--- src/rtl/synth_prog_pkg.sv ---
// Shared widths, field positions, address codes and field types for the
// synthesizer programming interface. Assumes a 2-bit address in the low bits.
package synth_prog_pkg;
    parameter int WORD_W = 22;
    parameter int ADR_W  = 2;
    parameter int REF_W  = 13;
    parameter int CP_W   = 2;
    parameter int TM_W   = 2;
    parameter int A_W    = 4;
    parameter int M_W    = 15;
    parameter int LO_N   = 2;

    localparam int REF_LSB = ADR_W;
    localparam int MS_POS  = REF_LSB + REF_W;
    localparam int CP_LSB  = MS_POS + 1;
    localparam int TM_LSB  = CP_LSB + CP_W;
    localparam int A_LSB   = ADR_W;
    localparam int M_LSB   = A_LSB + A_W;
    localparam int SN_POS  = M_LSB + M_W;

    localparam logic [ADR_W-1:0] ADR_NONE    = 2'd0;
    localparam logic [ADR_W-1:0] ADR_REF     = 2'd1;
    localparam logic [ADR_W-1:0] ADR_LO_BASE = 2'd2;

    typedef struct packed {
        logic [TM_W-1:0]  tmux;
        logic [CP_W-1:0]  cp;
        logic             ms;
        logic [REF_W-1:0] r;
    } ref_fields_t;

    typedef struct packed {
        logic             sense;
        logic [M_W-1:0]   m;
        logic [A_W-1:0]   a;
    } lo_fields_t;

    function automatic ref_fields_t to_ref(input logic [WORD_W-1:0] w);
        ref_fields_t f;
        f.r    = w[REF_LSB +: REF_W];
        f.ms   = w[MS_POS];
        f.cp   = w[CP_LSB +: CP_W];
        f.tmux = w[TM_LSB +: TM_W];
        return f;
    endfunction

    function automatic lo_fields_t to_lo(input logic [WORD_W-1:0] w);
        lo_fields_t f;
        f.a     = w[A_LSB +: A_W];
        f.m     = w[M_LSB +: M_W];
        f.sense = w[SN_POS];
        return f;
    endfunction
endpackage

--- src/rtl/three_wire_rx.sv ---
// Samples the three serial wires with the system clock, shifts MSB-first on
// sampled serial-clock rises inside the enable window, and pulses load_stb
// for one cycle when the sampled enable falls. Assumes slow serial wires.
module three_wire_rx
    import synth_prog_pkg::*;
(
    input  logic              clk,
    input  logic              rst_n,
    input  logic              ser_clk,
    input  logic              ser_data,
    input  logic              ser_en,
    output logic [WORD_W-1:0] shreg,
    output logic              en_s,
    output logic              load_stb
);
    logic clk_s, dat_s, clk_d, en_d;
    logic shift_now;

    // Input sampling stage for the three wires.
    always_ff @(posedge clk) begin
        if (!rst_n) begin
            clk_s <= 1'b0;
            dat_s <= 1'b0;
            en_s  <= 1'b0;
        end else begin
            clk_s <= ser_clk;
            dat_s <= ser_data;
            en_s  <= ser_en;
        end
    end

    // Delayed copies for edge detection.
    always_ff @(posedge clk) begin
        if (!rst_n) begin
            clk_d <= 1'b0;
            en_d  <= 1'b0;
        end else begin
            clk_d <= clk_s;
            en_d  <= en_s;
        end
    end

    // Edge decode: shift on clock rise in window, commit on enable fall.
    always_comb begin
        shift_now = clk_s & ~clk_d & en_s;
        load_stb  = en_d & ~en_s;
    end

    // Serial shift register, newest bit enters at bit 0.
    always_ff @(posedge clk) begin
        if (!rst_n)         shreg <= '0;
        else if (shift_now) shreg <= {shreg[WORD_W-2:0], dat_s};
    end
endmodule

--- src/rtl/word_bank.sv ---
// Three holding buffers steered by the word's address field: one reference
// word and LO_N local-oscillator words. An unused address writes nothing.
module word_bank
    import synth_prog_pkg::*;
(
    input  logic                   clk,
    input  logic                   rst_n,
    input  logic                   load_stb,
    input  logic [WORD_W-1:0]      word,
    output ref_fields_t            ref_buf,
    output lo_fields_t [LO_N-1:0]  lo_buf
);
    logic [ADR_W-1:0] adr;
    assign adr = word[ADR_W-1:0];

    // Reference buffer write.
    always_ff @(posedge clk) begin
        if (!rst_n)                          ref_buf <= '0;
        else if (load_stb && adr == ADR_REF) ref_buf <= to_ref(word);
    end

    for (genvar g = 0; g < LO_N; g++) begin : g_lo
        localparam logic [ADR_W-1:0] MY_ADR = ADR_LO_BASE + ADR_W'(g);
        lo_fields_t lo_q;
        // Local-oscillator buffer write for this slot.
        always_ff @(posedge clk) begin
            if (!rst_n)                         lo_q <= '0;
            else if (load_stb && adr == MY_ADR) lo_q <= to_lo(word);
        end
        assign lo_buf[g] = lo_q;
    end
endmodule

--- src/rtl/field_out.sv ---
// Registers the decoded fields toward the divider chain and picks the
// active local-oscillator word with a registered copy of the select level.
module field_out
    import synth_prog_pkg::*;
(
    input  logic                   clk,
    input  logic                   rst_n,
    input  logic                   lo_sel,
    input  ref_fields_t            ref_buf,
    input  lo_fields_t [LO_N-1:0]  lo_buf,
    output ref_fields_t            ref_o,
    output lo_fields_t             lo_o
);
    logic sel_q;

    // Sample the select level.
    always_ff @(posedge clk) begin
        if (!rst_n) sel_q <= 1'b0;
        else        sel_q <= lo_sel;
    end

    // Output registers.
    always_ff @(posedge clk) begin
        if (!rst_n) begin
            ref_o <= '0;
            lo_o  <= '0;
        end else begin
            ref_o <= ref_buf;
            lo_o  <= lo_buf[sel_q];
        end
    end
endmodule

--- src/rtl/synth_prog_if.sv ---
// Top of the three-wire programming interface: receiver, steered word bank
// and registered field outputs. Assumes serial wires synchronous to clk.
module synth_prog_if
    import synth_prog_pkg::*;
(
    input  logic              clk,
    input  logic              rst_n,
    input  logic              ser_clk,
    input  logic              ser_data,
    input  logic              ser_en,
    input  logic              lo_sel,
    output logic [REF_W-1:0]  ref_count,
    output logic              mod_sel,
    output logic [CP_W-1:0]   cp_gain,
    output logic [TM_W-1:0]   tmux_sel,
    output logic [A_W-1:0]    swallow,
    output logic [M_W-1:0]    main_count,
    output logic              pd_sense
);
    logic [WORD_W-1:0]     shreg;
    logic                  en_s;
    logic                  load_stb;
    ref_fields_t           ref_buf;
    lo_fields_t [LO_N-1:0] lo_buf;
    ref_fields_t           ref_o;
    lo_fields_t            lo_o;

    three_wire_rx u_rx (
        .clk(clk), .rst_n(rst_n), .ser_clk(ser_clk), .ser_data(ser_data),
        .ser_en(ser_en), .shreg(shreg), .en_s(en_s), .load_stb(load_stb)
    );

    word_bank u_bank (
        .clk(clk), .rst_n(rst_n), .load_stb(load_stb), .word(shreg),
        .ref_buf(ref_buf), .lo_buf(lo_buf)
    );

    field_out u_out (
        .clk(clk), .rst_n(rst_n), .lo_sel(lo_sel), .ref_buf(ref_buf),
        .lo_buf(lo_buf), .ref_o(ref_o), .lo_o(lo_o)
    );

    // Unpack registered fields onto the ports.
    always_comb begin
        ref_count  = ref_o.r;
        mod_sel    = ref_o.ms;
        cp_gain    = ref_o.cp;
        tmux_sel   = ref_o.tmux;
        swallow    = lo_o.a;
        main_count = lo_o.m;
        pd_sense   = lo_o.sense;
    end
endmodule

--- config.mk ---
export PLATFORM = sky130hd
export DESIGN_NAME = synth_prog_if
export DESIGN_NICKNAME = d
export VERILOG_FILES = /design/src/rtl/synth_prog_pkg.sv /design/src/rtl/three_wire_rx.sv /design/src/rtl/word_bank.sv /design/src/rtl/field_out.sv /design/src/rtl/synth_prog_if.sv
export SDC_FILE = /design/constraint.sdc
export NUM_CORES = 1
export LEC_CHECK = 0
export CAP_MARGIN = 5
export CORE_ASPECT_RATIO = 0.8
export CORE_MARGIN = 2
export CORE_UTILIZATION = 35
export CTS_CLUSTER_DIAMETER = 150
export DETAILED_ROUTE_END_ITERATION = 8
export SLEW_MARGIN = 20
export SYNTH_ARGS = -nofsm -noshare
export SYNTH_HDL_FRONTEND = slang
export SYNTH_HIERARCHICAL = 1
export SYNTH_SLANG_ARGS = --single-unit
export TNS_END_PERCENT = 100
--- constraint.sdc ---
create_clock -name clk -period 1.61 [get_ports clk]
set_clock_uncertainty 0.15 [all_clocks]
set_input_delay 0.4025 -clock clk [delete_from_list [all_inputs] [get_ports clk]]
set_output_delay 0.4025 -clock clk [all_outputs]
set_load 0.02 [all_outputs]
---- Yosys cells after proc, flatten, opt, wreduce, memory -nomap -nowiden ----
Cells that the tools add are included.
word-level totals
  word-level logic and storage cells ...... 38
  bits in registers ....................... 124
  output and inout port bits .............. 38
operators by class
  order comparisons ....................... 1
  equality and inequality tests ........... 3
  bitwise gates (word level) .............. 5
  reductions and logical operators ........ 3
  mux-type cells .......................... 2
operators with widths
  kind                  count
  $mux W20              2
  $eq A2 B2 Y1 const B  2
  $and A1 B1 Y1         3
  $logic_and A1 B1 Y1   3
  $eq A2 B1 Y1 const B  1
  $lt A1 B2 Y1 const B  1
  $not A1 Y1            2

---- Longest topological paths before layout ----
  word-level depth ........................ 3
  gate-level depth with buffers ........... 5
  mapped depth without buffers ............ 3

---- Cells and area by module ----
Netlist, hierarchy kept.
by module, submodules not included
  module         area each (sq um)  times used  cells each
  word_bank      2160.8             1           212
  field_out      1267.5             1           104
  three_wire_rx  945.9              1           84

---- Worst setup path after synthesis ----
Ideal clock, no wire load.
  path kind ............................... reg2reg
  start ................................... reg u_rx.en_s
  end ..................................... reg, netlist name u_bank/ref_buf[0]
  setup time .............................. 0.072 ns
  arrival ................................. 1.107 ns
  data required time ...................... 1.388 ns
  period minus slack after synthesis ...... 1.329 ns
  cell stages (with the launch flop) ...... 6
  setup slack ............................. 0.281 ns
  cell sequence ........................... dfxtp_1 > and2b_1 > nand3b_1 > buf_6 > buf_12 > mux2i_1
on the way
  cells in the longest elaborated chain, start to end .. 3
RTL lines
  element                 line                 text
  from (decl)             three_wire_rx.sv:13  output logic en_s,
  from (signal assigned)  three_wire_rx.sv:28  en_s <= ser_en;
  $not A1 Y1              three_wire_rx.sv:46  load_stb = en_d & ~en_s;
  $and A1 B1 Y1           three_wire_rx.sv:46
  named net load_stb      synth_prog_if.sv:22  logic load_stb;
  $logic_and A1 B1 Y1     word_bank.sv:19      else if (load_stb && adr == ADR_REF) ref_buf <= to_ref(word);
The timed path passes the listed nets, and every way through them passes these cells.
A chain may end at the register's enable or synchronous reset.

---- Final worst setup path ----
  start ................................... reg, netlist name u_out/ref_o[7]
  end ..................................... out ref_count[7]
RTL lines
  element    line                 text
  to (decl)  synth_prog_if.sv:12  output logic [REF_W-1:0] ref_count,
No word-level cell between the ends.

==> impl_metrics.py <==
metrics = {
    "setup_path": {
        "end_kind": "output pin",
        "slowest_stage": "dlygate4sd2_1",
        "cp_slowest_stage_delay_ps": 320,
        "crit_family": "buffers and inverters",
        "critical_path_buf_inv_count": 1,
        "critPathKind": "flop to output pin",
        "worstPathRequired_ps": 1060,
        "crit_start": "u_out/ref_o[7]$_SDFF_PN0_",
        "cp_cell_sequence": "dlygate4sd2_1",
        "startpoint_type": "flop",
        "crit_path_max_fanout": 1,
        "r2r-start": "u_rx/en_s$_SDFF_PN0_",
        "crit_arrival_ps": 1020,
    },
    "finish": {
        "drive_gt1_frac": 0.1070,
        "fillers": 1139,
        "nNetsFinal": 451,
        "diodes": 0,
        "final_common_cell": "dfxtp_1",
        "multi_input_area_sq_um": 1703,
        "most-common-layout-cells": "124 x dfxtp_1, 101 x nand2_1, 100 x mux2i_1",
        "syn_to_final_growth_pct": 26.95,
        "seq_area_sq_um": 2482,
    },
    "clock_network": {
        "cts_buffer_depth": 2,
        "clk_latency_ps": 410,
        "clk_pin_slew_ps": 50,
        "cts_root_buf": "clkbuf_16",
        "cts_num_sinks": 124,
        "postCtsHoldBufs": 0,
        "htreeDepth": 4,
        "cts_tree": "built",
        "numCtsBuffers": 17,
    },
    "yosys": {
        "synth_xor_area_frac": 0,
        "seq_area_frac_synth": 0.5675,
        "synthSimpleGateAreaFrac": 0.1605,
        "syn_inst": 400,
        "yosysWarnings": 6,
        "synth-compound-area-share": 0,
        "synth.area.mux_share": 0.2288,
        "synth_top_family_by_area": "multiplexers",
        "yosysUniqueCellTypes": 15,
        "ys_ff_latch": 124,
        "yosys.area.top_type_share": 0.5675,
        "syn_avg_cell_area_sq_um": 10.94,
        "synth_fa_ha_area_frac": 0,
        "synth.area.top_cells": "dfxtp_1 57%, mux2i_1 23%, nand2_1 8.7%",
        "syn_nets": 406,
        "syn_area_sq_um": 4374,
        "yosys.area.top_type": "dfxtp_1",
    },
    "sta": {
        "max-slew-margin-rel": 0.7216,
        "rsz0062_at_grt": "false",
        "fin_crit_sh": 0.9752,
        "min_period_ps": 1570,
        "tns_ps": 0,
        "layout_setup_ws_ps": 39.86,
        "worst_pin_slew_ps": 417.6,
        "finalHoldViolCount": 0,
        "finalSetupViolations": 0,
        "drv_slew": 0,
        "fmax_mhz": 636.9,
    },
    "pwr": {
        "p_int_mw": 5.761,
        "comb_power_share": 0.018,
        "p_clk_frac": 0.550,
        "swShare": 0.1945,
        "cellPowerDensity_nw_per_um2": 1288,
        "p_switching_mw": 1.391,
        "fin_total_pwr_mw": 7.152,
        "vdd_drop_max_v": 0.0007307,
        "power_leakage_nw": 2.584,
        "power_frac_seq": 0.431,
    },
    "global_routing": {
        "grt_pass1_wl_mm": 12.74,
        "grt_pass1_vias": 2614,
        "grt_antenna_before_repair": 0,
        "grt_usage": 0.1237,
        "overflow": 0,
        "grt_max_degree": 48,
    },
    "place": {
        "gp_congestion": 0.6996,
        "dpl.hpwl_mm": 4.623,
        "io_buffers": 43,
        "dp_slack_ps": 154.8,
    },
    "die": {
        "num_rows": 36,
        "die_h_microns": 104.0,
        "start_util": 0.3583,
        "fp.dieArea_sq_um": 13410,
        "die_w_microns": 129.0,
        "io_pins": 44,
        "coreArea_sq_um": 12210,
    },
    "drt": {
        "viasPerCell": 4.264,
        "drc_errors": 0,
        "wl_mm": 7.424,
        "wire_per_inst_microns": 11.80,
        "postRouteAntennaNets": 0,
        "first_iter_violations": 77,
        "route.vias.total": 2682,
        "dr.pass1.iters": 6,
    },
    "worst_hold_path": {
        "hp-class": "primary input to flop",
        "hold_path_startpoint": "rst_n",
    },
    "run_status": {
        "status": "finished, final reports clean",
    },
    "flow_run": {
        "max_cap_violations": 0,
    },
}
[cell usage after synthesis (all sizes together)]
cell type and instances:
nor2b 20, and2 24, clkbuf 3, nand2 101, mux2i 100, nand3b 3, dfxtp 124, and2b 1
buf 23, nand3 1
[metrics by stage]
step	std cells	util	hold slack, ps	cell area, sq um
after floorplan	400	-	270.2	4374
after global placement	597	0.4082	287.8	4982
after detailed placement	597	0.4082	295.1	4982
after CTS	629	0.4565	197.9	5573
after global routing	629	0.4549	217.9	5553
final	629	0.4549	219.0	5553
[layer usage]
metal	part of all wire	track usage	routed length (microns)	vias to the layer above
li1	-	-	-	1399
met1	0.52	0.1617	3854	1231
met2	0.42	0.1757	3155	41
met3	0.038	0.04887	285	11
met4	0.017	0.06289	128	0
met5	0	0	0	-
[state kept, by name, summed over array words and instances, names as in the netlist, 18 cells and up]
| register | flops |
|---|---|
| u_out/ref_o | 18 |
| u_out/lo_o | 20 |
| u_rx/shreg | 22 |
| u_bank/ref_buf | 18 |
| u_bank/lo_buf | 40 |
[cell families after synthesis]
family	count (synthesis)
DFF	124
buffers and inverters	26
and+or+nand+nor	150
muxes	100
[final timing paths]
| kind | end | slack, ps | depth (start not counted) |
|---|---|---|---|
| max | ref_count[7] | 40 | 1 |
| min | u_bank/lo_buf[24]$_SDFFE_PN0P_ | 220 | 3 |
| max reg2reg | u_bank/lo_buf[0]$_SDFFE_PN0P_ | 200 | 4 |
| min reg2reg | u_rx/shreg[0]$_SDFFE_PN0P_ | 300 | 2 |
[what timing repair did]
item | CTS | global route
gates cloned | 0 | 0
setup buffers | 0 | 0
resized for setup | 54 | 29
endpoints found under the setup margin | 38 | 27
[tightest hold or removal path, stage by stage]
cell     delay, ps
buf_4          180
nand2_1         90
mux2i_1         50
[power groups by stage]
stage          clock network (mW)  logic (mW)  registers [mW]
2_1_floorplan                   0       0.102            3.15
5_1_grt                      4.19       0.143            3.08
3_5_place_dp                    0       0.134            3.15
4_1_cts                      4.04       0.133            3.08
6_report                     3.94       0.132            3.08
3_3_place_gp                    0       0.133            3.15
[cell type report]
class	instances	area share
clock buffer	21	0.08112
clock inverter	11	0.03019
tap	171	0.03853
timing repair buffer	52	0.09644
sequential	124	0.4470
multi-input combinational	250	0.3067
Note: power is estimated with default switching activity, not from simulation.
